<file path="src/rtl/irq_ireg_pkg.sv">
// Package: shared kinds, privilege codes and select values for the
// indirect register router. Assumes an 8-bit select number.
package irq_ireg_pkg;

    typedef enum logic [2:0] {
        K_DELIV  = 3'd0,
        K_THRESH = 3'd1,
        K_TOP    = 3'd2,
        K_PEND   = 3'd3,
        K_ENAB   = 3'd4
    } reg_kind_e;

    localparam logic [1:0] PRIV_U = 2'b00;
    localparam logic [1:0] PRIV_S = 2'b01;
    localparam logic [1:0] PRIV_M = 2'b11;

    localparam int SEL_W   = 8;
    localparam int WORD_W  = 6;

    localparam logic [SEL_W-1:0] SEL_DELIV  = 8'h70;
    localparam logic [SEL_W-1:0] SEL_THRESH = 8'h72;
    localparam logic [1:0]       SEL_PEND_HI = 2'b10;
    localparam logic [1:0]       SEL_ENAB_HI = 2'b11;

endpackage

</file>
<file path="src/rtl/irq_page_resolve.sv">
// Module: chooses the interrupt file page from privilege, virtualization
// flag and guest selector. Purely combinational. Assumes GSEL_W >= PAGE_W.
module irq_page_resolve
    import irq_ireg_pkg::*;
#(
    parameter bit MACHINE_FILE = 1'b0,
    parameter int NUM_PAGES    = 4,
    parameter int GSEL_W       = 6,
    parameter int PAGE_W       = 2
) (
    input  logic [1:0]        priv,
    input  logic              virt,
    input  logic [GSEL_W-1:0] gsel,
    output logic [PAGE_W-1:0] page,
    output logic              page_ok
);

    logic gsel_in_range;

    // Guest selector must be nonzero and below the page count
    always_comb begin
        gsel_in_range = (gsel != '0) && (32'(gsel) < NUM_PAGES);
    end

    generate
        if (MACHINE_FILE) begin : g_mfile
            // Machine file: plain machine access only, always page 0
            always_comb begin
                page    = '0;
                page_ok = (priv == PRIV_M) && !virt;
            end
        end else begin : g_sfile
            // Supervisor file: host page 0 or guest page from selector
            always_comb begin
                page    = '0;
                page_ok = 1'b0;
                if (priv == PRIV_S) begin
                    if (virt) begin
                        page_ok = gsel_in_range;
                        page    = gsel_in_range ? gsel[PAGE_W-1:0] : '0;
                    end else begin
                        page_ok = 1'b1;
                    end
                end
            end
        end
    endgenerate

endmodule

</file>
<file path="src/rtl/irq_sel_decode.sv">
// Module: decodes the select number (or the top strobe) into a register
// kind and a raw word index. Purely combinational.
module irq_sel_decode
    import irq_ireg_pkg::*;
(
    input  logic [SEL_W-1:0]  sel,
    input  logic              top,
    output reg_kind_e         kind,
    output logic [WORD_W-1:0] word_raw,
    output logic              is_word,
    output logic              sel_ok
);

    // Map select value onto register kind; top strobe takes precedence
    always_comb begin
        kind     = K_DELIV;
        word_raw = '0;
        is_word  = 1'b0;
        sel_ok   = 1'b0;
        if (top) begin
            kind   = K_TOP;
            sel_ok = 1'b1;
        end else if (sel[7:6] == SEL_PEND_HI) begin
            kind     = K_PEND;
            word_raw = sel[WORD_W-1:0];
            is_word  = 1'b1;
            sel_ok   = 1'b1;
        end else if (sel[7:6] == SEL_ENAB_HI) begin
            kind     = K_ENAB;
            word_raw = sel[WORD_W-1:0];
            is_word  = 1'b1;
            sel_ok   = 1'b1;
        end else if (sel == SEL_DELIV) begin
            kind   = K_DELIV;
            sel_ok = 1'b1;
        end else if (sel == SEL_THRESH) begin
            kind   = K_THRESH;
            sel_ok = 1'b1;
        end
    end

endmodule

</file>
<file path="src/rtl/irq_word_check.sv">
// Module: checks a pending/enable word index against width and identity
// count, halving it for 64-bit accesses. Assumes NUM_IDS is a multiple of 64.
module irq_word_check
    import irq_ireg_pkg::*;
#(
    parameter int NUM_IDS = 256
) (
    input  logic [WORD_W-1:0] word_raw,
    input  logic              is_word,
    input  logic              wide,
    output logic [WORD_W-1:0] word,
    output logic              word_ok
);

    localparam int WORDS_32 = NUM_IDS / 32;
    localparam int WORDS_64 = NUM_IDS / 64;

    logic [WORD_W-1:0] halved;

    // Halve and bound-check the index by access width
    always_comb begin
        halved = {1'b0, word_raw[WORD_W-1:1]};
        if (!is_word) begin
            word    = '0;
            word_ok = 1'b1;
        end else if (wide) begin
            word    = halved;
            word_ok = !word_raw[0] && (32'(halved) < WORDS_64);
        end else begin
            word    = word_raw;
            word_ok = 32'(word_raw) < WORDS_32;
        end
    end

endmodule

</file>
<file path="src/rtl/irq_ireg_router.sv">
// Module: top of the indirect register router. Combines page, select and
// word checks, registers one strobe to the interrupt file and returns the
// file's same-cycle read data, or zero with a one-cycle error flag.
// Assumes the file answers combinationally while f_en is high.
module irq_ireg_router
    import irq_ireg_pkg::*;
#(
    parameter bit MACHINE_FILE = 1'b0,
    parameter int NUM_PAGES    = 4,
    parameter int NUM_IDS      = 256,
    parameter int GSEL_W       = 6,
    parameter int DATA_W       = 64,
    parameter int PAGE_W       = (NUM_PAGES > 1) ? $clog2(NUM_PAGES) : 1
) (
    input  logic              clk,
    input  logic              rst_n,
    input  logic              acc_valid,
    input  logic [1:0]        acc_priv,
    input  logic              acc_virt,
    input  logic [GSEL_W-1:0] acc_gsel,
    input  logic [7:0]        acc_sel,
    input  logic              acc_top,
    input  logic              acc_wide,
    input  logic [DATA_W-1:0] acc_wdata,
    input  logic [DATA_W-1:0] acc_wmask,
    output logic              f_en,
    output logic              f_we,
    output logic [2:0]        f_kind,
    output logic [PAGE_W-1:0] f_page,
    output logic [5:0]        f_word,
    output logic              f_wide,
    output logic [DATA_W-1:0] f_wdata,
    output logic [DATA_W-1:0] f_wmask,
    input  logic [DATA_W-1:0] f_rdata,
    output logic              rsp_valid,
    output logic              rsp_err,
    output logic [DATA_W-1:0] rsp_rdata
);

    localparam int HALF_W   = DATA_W / 2;
    localparam int WORDS_64 = NUM_IDS / 64;

    logic [PAGE_W-1:0] page_c;
    logic              page_ok;
    reg_kind_e         kind_c;
    logic [WORD_W-1:0] word_raw_c;
    logic [WORD_W-1:0] word_c;
    logic              is_word_c;
    logic              sel_ok;
    logic              word_ok;
    logic              acc_ok;
    logic [DATA_W-1:0] mask_c;

    irq_page_resolve #(
        .MACHINE_FILE (MACHINE_FILE),
        .NUM_PAGES    (NUM_PAGES),
        .GSEL_W       (GSEL_W),
        .PAGE_W       (PAGE_W)
    ) u_page (
        .priv    (acc_priv),
        .virt    (acc_virt),
        .gsel    (acc_gsel),
        .page    (page_c),
        .page_ok (page_ok)
    );

    irq_sel_decode u_sel (
        .sel      (acc_sel),
        .top      (acc_top),
        .kind     (kind_c),
        .word_raw (word_raw_c),
        .is_word  (is_word_c),
        .sel_ok   (sel_ok)
    );

    irq_word_check #(
        .NUM_IDS (NUM_IDS)
    ) u_word (
        .word_raw (word_raw_c),
        .is_word  (is_word_c),
        .wide     (acc_wide),
        .word     (word_c),
        .word_ok  (word_ok)
    );

    // Combine the three verdicts and narrow the mask for 32-bit accesses
    always_comb begin
        acc_ok = page_ok && sel_ok && word_ok;
        mask_c = acc_wide ? acc_wmask : {{HALF_W{1'b0}}, acc_wmask[HALF_W-1:0]};
    end

    // Register the file strobe and the response flags
    always_ff @(posedge clk) begin
        if (!rst_n) begin
            f_en      <= 1'b0;
            f_we      <= 1'b0;
            f_kind    <= 3'd0;
            f_page    <= '0;
            f_word    <= '0;
            f_wide    <= 1'b0;
            f_wdata   <= '0;
            f_wmask   <= '0;
            rsp_valid <= 1'b0;
            rsp_err   <= 1'b0;
        end else begin
            f_en      <= acc_valid && acc_ok;
            f_we      <= acc_valid && acc_ok && (mask_c != '0);
            rsp_valid <= acc_valid;
            rsp_err   <= acc_valid && !acc_ok;
            if (acc_valid && acc_ok) begin
                f_kind  <= kind_c;
                f_page  <= page_c;
                f_word  <= word_c;
                f_wide  <= acc_wide;
                f_wdata <= acc_wdata;
                f_wmask <= mask_c;
            end
        end
    end

    // Return file data only for an accepted access
    always_comb begin
        rsp_rdata = f_en ? f_rdata : '0;
    end

    // a strobe only follows a request in the previous cycle
    a_r8_strobe_follows_req: assert property (@(posedge clk) disable iff (!rst_n)
        f_en |-> $past(acc_valid));

    // error never coincides with a file strobe and follows a request
    a_r9_err_no_strobe: assert property (@(posedge clk) disable iff (!rst_n)
        rsp_err |-> (!f_en && rsp_valid && $past(acc_valid)));

    // accepted page always lies inside the page range
    a_r3_page_in_range: assert property (@(posedge clk) disable iff (!rst_n)
        f_en |-> (32'(f_page) < NUM_PAGES));

    // machine-level file only ever strobes page 0
    a_r1_mfile_page0: assert property (@(posedge clk) disable iff (!rst_n)
        (MACHINE_FILE && f_en) |-> (f_page == '0));

    // halved 64-bit word index stays below the identity bound
    a_r7_wide_word_bound: assert property (@(posedge clk) disable iff (!rst_n)
        (f_en && f_wide && (f_kind == K_PEND || f_kind == K_ENAB)) |->
            (32'(f_word) < WORDS_64));

    // 32-bit strobe carries no upper mask bits
    a_r10_narrow_mask: assert property (@(posedge clk) disable iff (!rst_n)
        (f_en && !f_wide) |-> (f_wmask[DATA_W-1:HALF_W] == '0));

    // the error flag never lasts past a single cycle without a new request
    a_r9_err_one_cycle: assert property (@(posedge clk) disable iff (!rst_n)
        (rsp_err && !$past(acc_valid, 1)) |-> 1'b0);

endmodule

</file>
<file path="config.mk">
export PLATFORM = sky130hd
export DESIGN_NAME = irq_ireg_router
export DESIGN_NICKNAME = d
export VERILOG_FILES = /design/src/rtl/irq_ireg_pkg.sv /design/src/rtl/irq_page_resolve.sv /design/src/rtl/irq_sel_decode.sv /design/src/rtl/irq_word_check.sv /design/src/rtl/irq_ireg_router.sv
export SDC_FILE = /design/constraint.sdc
export NUM_CORES = 1
export LEC_CHECK = 0
export BUFFER_PORTS_ARGS = -buffer_cell sky130_fd_sc_hd__buf_4
export CELL_PAD_IN_SITES_DETAIL_PLACEMENT = 1
export CELL_PAD_IN_SITES_GLOBAL_PLACEMENT = 1
export CORE_MARGIN = 8
export CORE_UTILIZATION = 29
export DETAILED_ROUTE_END_ITERATION = 10
export PLACE_DENSITY_LB_ADDON = 0.1
export SLEW_MARGIN = 20
export SYNTH_ARGS = -nofsm -noshare
export SYNTH_HDL_FRONTEND = slang
export SYNTH_SLANG_ARGS = --single-unit
</file>
<file path="constraint.sdc">
create_clock -name clk -period 1.9 [get_ports clk]
set_input_delay 0.38 -clock clk [delete_from_list [all_inputs] [get_ports clk]]
set_output_delay 0.38 -clock clk [all_outputs]
set_load 0.01 [all_outputs]
</file>
==> run metrics, run 1 <==
part of the power in registers=40.6%; die height=165 µm; Yosys reg bits=approximately 140; WS Path Type=reg -> out; Top FF cell, synth=dfxtp_1; Leak Pwr=around 5.7 nW; area of the mapped netlist=6400 µm²; NetSw=between 1.5 and 2 mW; Final Hold Viols=0; Setup crit start kind=flop; Worst Hold Launch=acc_wdata[8]; Worst-Skew Late Latency=between 0.4 and 0.5 ns; crit path DAT=around 1.4 ns; routed vias=between 6000 and 7000; Yosys warning total=0; Die Area=27100 µm²; hold_ws=roughly 0.22 ns; Setup crit start=f_en; Max Cap Violations=0; Seq/Total Area, Yosys=a little under half; number of flops mapped to enable cells by yosys=0; post-detail-place hpwl=22.5 mm; Sink Count=~140; initial cell density of the core=a little under 30%; crit-path max FO=50; run status=complete, no violations; layout cells sized above 1=41.7%; net count of the mapped netlist=approximately 940; Post-synth ARST share=0%; Initial DRC Count=about 290; final setup fails=0; largest net degree at the start of global routing=between 100 and 150; clock share of power=about half; clock tree buffer depth=2; Synth cell types=28; grt ovf=0; R2R Path Start=f_kind[1]; H-Tree Depth=4; core area=between 20000 and 25000 µm²; CP Data Required Time=~1.5 ns; drt via density=between 4 and 5; Final Slew Violations=0; combinational share of power=between 10% and 20%; Worst Tran Pin Value=0.469 ns; Final period util=roughly 91%; final worst path period need=1.73 ns; clock slew at reported path FFs=0.06 ns; first-pass GRT wire length=roughly 40 mm; RSZ-0062 raised after global routing=false; CTS tree=done; DRC violation count after routing=0; Rows=54; number of nets with antenna violations after routing=0; skew final=0 ns; crit path capture type=primary output; # fillers=~2600; router iterations before antenna repair=4; Final Instance Count excl. Fillers=between 1000 and 1500; Wirelength per Cell=roughly 20 µm; Layout area overhead=63.7%; placed insts=roughly 1400; Die Span X=roughly 160 µm; Min-Delay Path Class=in -> reg; switching share of power=between 20% and 30%; initial antenna violation count=2; number of global-route vias before repair=6715; io pins=around 420; Mean Syn Cell Area=8.79 µm²; RePlAce Congestion=about 0.8; P per Cell Area=between 700 and 800 nW/µm²; VDD IR-drop max=0.573 mV; Syn Inst Count=between 700 and 800; Num CTS Buffers=17; Fmax=between 0.5 and 0.6 GHz; gr usage total=between 10% and 20%; Rel. slew slack=a little under 70%; Root Buffer=clkbuf_16; IO Port Bufs=421; Routed WL=roughly 28 mm; Nets=~1300; Cell Int Power=5.87 mW
-- cells in the mapped netlist (2+ instances only) --
cell type	n	area (µm²)
mux2_2	3	33.8
nor2_1	4	15.0
and2_1	65	407
nor4b_1	2	17.5
nand4_1	6	37.5
nor2b_1	4	25.0
nand3_1	36	180
and3_1	3	18.8
buf_2	2	10.0
nand2_1	238	893
nor4_1	16	100
buf_6	13	146
nand3b_1	2	15.0
dfxtp_1	144	2880
clkbuf_1	42	158
mux2i_1	136	1360
-- logic make-up after synthesis --
family	synth area share [%]
and+or+nand+nor	27.2
AOI/OAI and AO/OA	0.997
buffers and inverters	4.97
DFF	45.1
muxes	21.8
-- final timing paths --
path	endpoint	slack, ns	cells past startpoint
worst max-delay path	rsp_rdata[44]	0.17	3
worst min-delay path	f_wdata[8]	0.22	3
worst max register to register	f_kind[1]	1.18	2
worst min register to register	f_wmask[32]	0.46	2
-- sequential cells by signal (all words and copies together) (netlist names) --
signal     count
f_kind         3
f_en           1
f_page         2
f_we           1
f_wide         1
rsp_valid      1
rsp_err        1
f_wdata       64
f_word         6
f_wmask       64
-- per-layer routing --
metal	routed length, µm	vias up	track usage (%)	part of all wire (%)
met1	11100	3004	21.8	40
met5	12	-	0	0.043
met4	312	2	5.04	1.1
li1	-	3213	-	-
met3	2510	21	7.35	9.0
met2	13900	234	33.2	50
-- what timing repair did --
| action | 4_1_cts | 5_1_grt |
|---|---|---|
| hold buffers | 0 | 0 |
| buffers inserted | 0 | 0 |
| resized for setup | 0 | 1 |
| endpoints found under the setup margin | 0 | 5 |
-- through the flow --
stage / setup slack, ns / total power, mW / util, % / cell area (µm²) / TNS [ns]
floorplan: 0.127 / 3.45 / - / 6400 / 0
global placement: -0.166 / 4.00 / 45.2 / 9830 / -15.72
detailed placement: -0.193 / 4.00 / 45.2 / 9830 / -17.35
CTS: 0.0479 / 7.72 / 48.1 / 10500 / 0
global route: 0.0777 / 7.90 / 48.1 / 10500 / 0
finish: 0.171 / 7.60 / 48.1 / 10500 / 0
-- power by group through the flow --
stage               Combinational [mW]  Clock [mW]  Sequential (mW)
global placement                 0.844           0             3.15
CTS                              0.853        3.78             3.09
finish                           0.842        3.67             3.09
floorplan                        0.282           0             3.17
detailed placement               0.849           0             3.16
global route                     0.912        3.89             3.09
-- worst max-delay path, stage by stage, from the launching register on --
cell and delay, ns:
dfxtp_1 0.35, buf_6 0.26, and2_1 0.19, buf_4 0.13
-- cells in the final DEF (no fill, tap or decap), types with 3 or more instances in the layout --
| cell type | Yosys | layout |
|---|---|---|
| clkbuf_16 | 0 | 17 |
| mux2i_1 | 136 | 136 |
| nor4_1 | 16 | 16 |
| dfxtp_1 | 144 | 144 |
| buf_12 | 0 | 6 |
| clkinv_4 | 0 | 3 |
| nor2_1 | 4 | 4 |
| bufinv_16 | 0 | 5 |
| nand2_1 | 238 | 238 |
| nor2b_1 | 4 | 4 |
| nand3_1 | 36 | 36 |
| buf_4 | 0 | 432 |
| and3_1 | 3 | 3 |
| mux2_2 | 3 | 3 |
| clkinvlp_4 | 0 | 3 |
| and2_1 | 65 | 65 |
| nand4_1 | 6 | 6 |
-- area by class of cell --
class | count | area, µm² | area share (%)
repair buffers | 440 | 3390 | 32.3
multi-input cells | 526 | 3210 | 30.6
flip-flops and latches | 144 | 2880 | 27.5
clock buffers | 18 | 429 | 4.10
well taps | 280 | 350 | 3.34
clock inverters | 13 | 213 | 2.03
inverters | 1 | 3.75 | 0.0358
diodes | 1 | 2.50 | 0.0239
No activity file was read; power rests on OpenSTA's default activity.
==> run 2: changes to the inputs <==
--- a/config.mk
+++ b/config.mk
@@ -12,6 +12,7 @@
 export CORE_UTILIZATION = 29
 export DETAILED_ROUTE_END_ITERATION = 10
 export PLACE_DENSITY_LB_ADDON = 0.1
+export SETUP_SLACK_MARGIN = 0.4
 export SLEW_MARGIN = 20
 export SYNTH_ARGS = -nofsm -noshare
 export SYNTH_HDL_FRONTEND = slang
==> run 2 against run 1 <==
  * Critical path depth did not move
  * Power fell by 0.58%
  * Hold slack got worse by 0.016 ns
  * Via count rose by 3.4%
  * Routed wire length rose by 11%
  * Sequential cell count did not move
  * Critical endpoint is now rsp_rdata[35]
  * Global-route usage rose by 1.7 points
==> run metrics, run 2 (synthesized netlist as in run 1, its figures left out) <==
run status=complete, no violations; final worst path period need=1.68 ns (-0.0437 ns); Wirelength per Cell=21.1 µm (+7.8%); number of global-route vias before repair=7039 (+4.8%); crit-path cells=buf_12 > and2_4 > buf_4; end point of the critical path=rsp_rdata[35]; WS Path Type=reg -> out; final core occ=52.1% (+4.0 points); Final Slew Violations=0 (unchanged); Die Area=27100 µm² (unchanged); clock slew at reported path FFs=0.07 ns (about the same); DRC violation count after routing=0 (unchanged); Layout area overhead=77.1%; VDD IR-drop max=0.600 mV (+4.7%); Worst path slowest cell=dfxtp_4; critical path buffer and inverter count=2 (unchanged); layout cells sized above 1=44.4% (+2.7 points); clock tree buffer depth=2 (unchanged); Worst Hold Launch=acc_wdata[22]; Post-Route Setup TNS=0 ns (unchanged); crit path capture type=primary output; drt via density=4.57 (+0.49%); Worst Tran Pin Value=0.459 ns (-0.00967 ns); final setup fails=0 (unchanged); RSZ-0062 raised after global routing=true; gr usage total=20.9% (+1.7 points); io pins=422 (unchanged); initial antenna violation count=2 (unchanged); Root Buffer=clkbuf_16; crit-path max FO=26 (-48%); worst reg2reg path endpoint=f_kind[1]; Rows=54 (unchanged); # fillers=2570 (-2.0%); Reg2Reg Depth=2 (unchanged); biggest registers after layout=f_wdata (64), f_wmask (64), f_word (6); n_diodes=0 (-1); Routed WL=30.9 mm (+11%); Rel. slew slack=69.4% (+0.64 points); Fmax=0.593 GHz (+2.6%); crit path DAT=1.30 ns (-0.05 ns); Initial DRC Count=299 (+4.2%); post-detail-place hpwl=22.8 mm (+1.5%); Top Family by Delay on Critical Path=flip-flops; IO Port Bufs=421 (unchanged); RePlAce Congestion=0.788 (-1.2%); Final Hold Viols=0 (unchanged); routed vias=6693 (+3.4%); H-Tree Depth=4 (unchanged); CTS tree=done; R2R Path Start=f_kind[1]; Min-Delay Path Class=in -> reg; flop-to-flop setup slack=1.18 ns (about the same); initial cell density of the core=29.4% (unchanged); most frequent cells in the layout=430 x buf_4, 238 x nand2_1, 143 x dfxtp_1, 134 x mux2i_1, 64 x and2_1; core area=21800 µm² (unchanged); Sink Count=144 (unchanged); Die Span X=165 µm (unchanged); grt ovf=0 (unchanged); router iterations before antenna repair=4 (unchanged); P per Cell Area=667 nW/µm² (-8.1%); Worst path max stage delay=0.41 ns (+0.06 ns); Leak Pwr=6.10 nW (+7.2%); number of nets with antenna violations after routing=0 (unchanged); largest net degree at the start of global routing=95 (-16%); total power=7.56 mW (-0.58%); Num CTS Buffers=17 (unchanged); skew final=0 ns (unchanged); die height=165 µm (unchanged); Worst-Skew Late Latency=0.42 ns (about the same); hold_ws=0.199 ns (-0.0160 ns); CP Data Required Time=1.52 ns (about the same); Max Cap Violations=0 (unchanged); Setup crit start=f_en; Nets=1385 (+3.1%); first-pass GRT wire length=42.9 mm (+7.5%); Final period util=88.7% (-2.3 points); Crit path depth=3 (unchanged); Setup crit start kind=flop; commonest non-fill, non-tap cell in the layout=buf_4
run 2: changes by cell type in the layout (fill, tap and decap cells not counted), sizes merged, moves of 2 or more:
cell,before,now
buf,439,474
clkinv,4,2
bufinv,5,3
clkbuf,19,25
inv,2,7
run 2: timing repair:
action                     in CTS  in global routing
pin swaps                       3                  3
hold buffers                    0                  0
setup endpoints to repair     127                208
setup buffers                   8                 11
cloned                         13                  6
gates resized for setup        26                 23
run 2: how the worst min path moves through the flow:
stage	cells after the start	endpoint
6_report	3	f_wdata[22]
5_1_grt	3	f_wdata[6]
4_1_cts	3	f_wdata[22]
3_5_place_dp	2	f_wmask[47]
3_3_place_gp	2	f_wdata[16]
2_1_floorplan	2	f_page[0]
run 2: metal layers:
| metal | GRT usage, % | share of wire [%] |
|---|---|---|
| met5 | 0 | 0.087 |
| met4 | 5.69 | 1.5 |
| met3 | 8.60 | 9.6 |
| met2 | 36.5 | 51 |
| met1 | 23.0 | 38 |
run 2: cell type report:
class | instances | area, µm² | area share (%)
inverter | 1 | 3.75 | 0.0331
clock buffer | 19 | 433 | 3.82
multi-input combinational | 527 | 3260 | 28.8
clock inverter | 13 | 174 | 1.53
tap | 280 | 350 | 3.09
timing repair buffer | 480 | 4230 | 37.3
sequential | 144 | 2890 | 25.5
run 2: power breakdown:
group          internal (mW)  switching, mW
Sequential              3.06         0.0260
Clock                   2.10           1.42
Combinational          0.549          0.407
Total                   5.71           1.85
run 2: worst min-delay path, delay by kind of cell:
family	cells	cell delay (ns)
buf+inv	1	0.11
simple gates	1	0.04
mux	1	0.05
run 2: metrics by stage:
| stage | setup WS (ns) | std cells | instance area (µm²) |
|---|---|---|---|
| 2_1_floorplan | 0.164 | 728 | 6410 |
| 5_1_grt | 0.160 | 1464 | 11300 |
| 4_1_cts | 0.189 | 1447 | 11000 |
| 3_5_place_dp | -0.0792 | 1394 | 9840 |
| 6_report | 0.215 | 1464 | 11300 |
| 3_3_place_gp | -0.0541 | 1394 | 9840 |
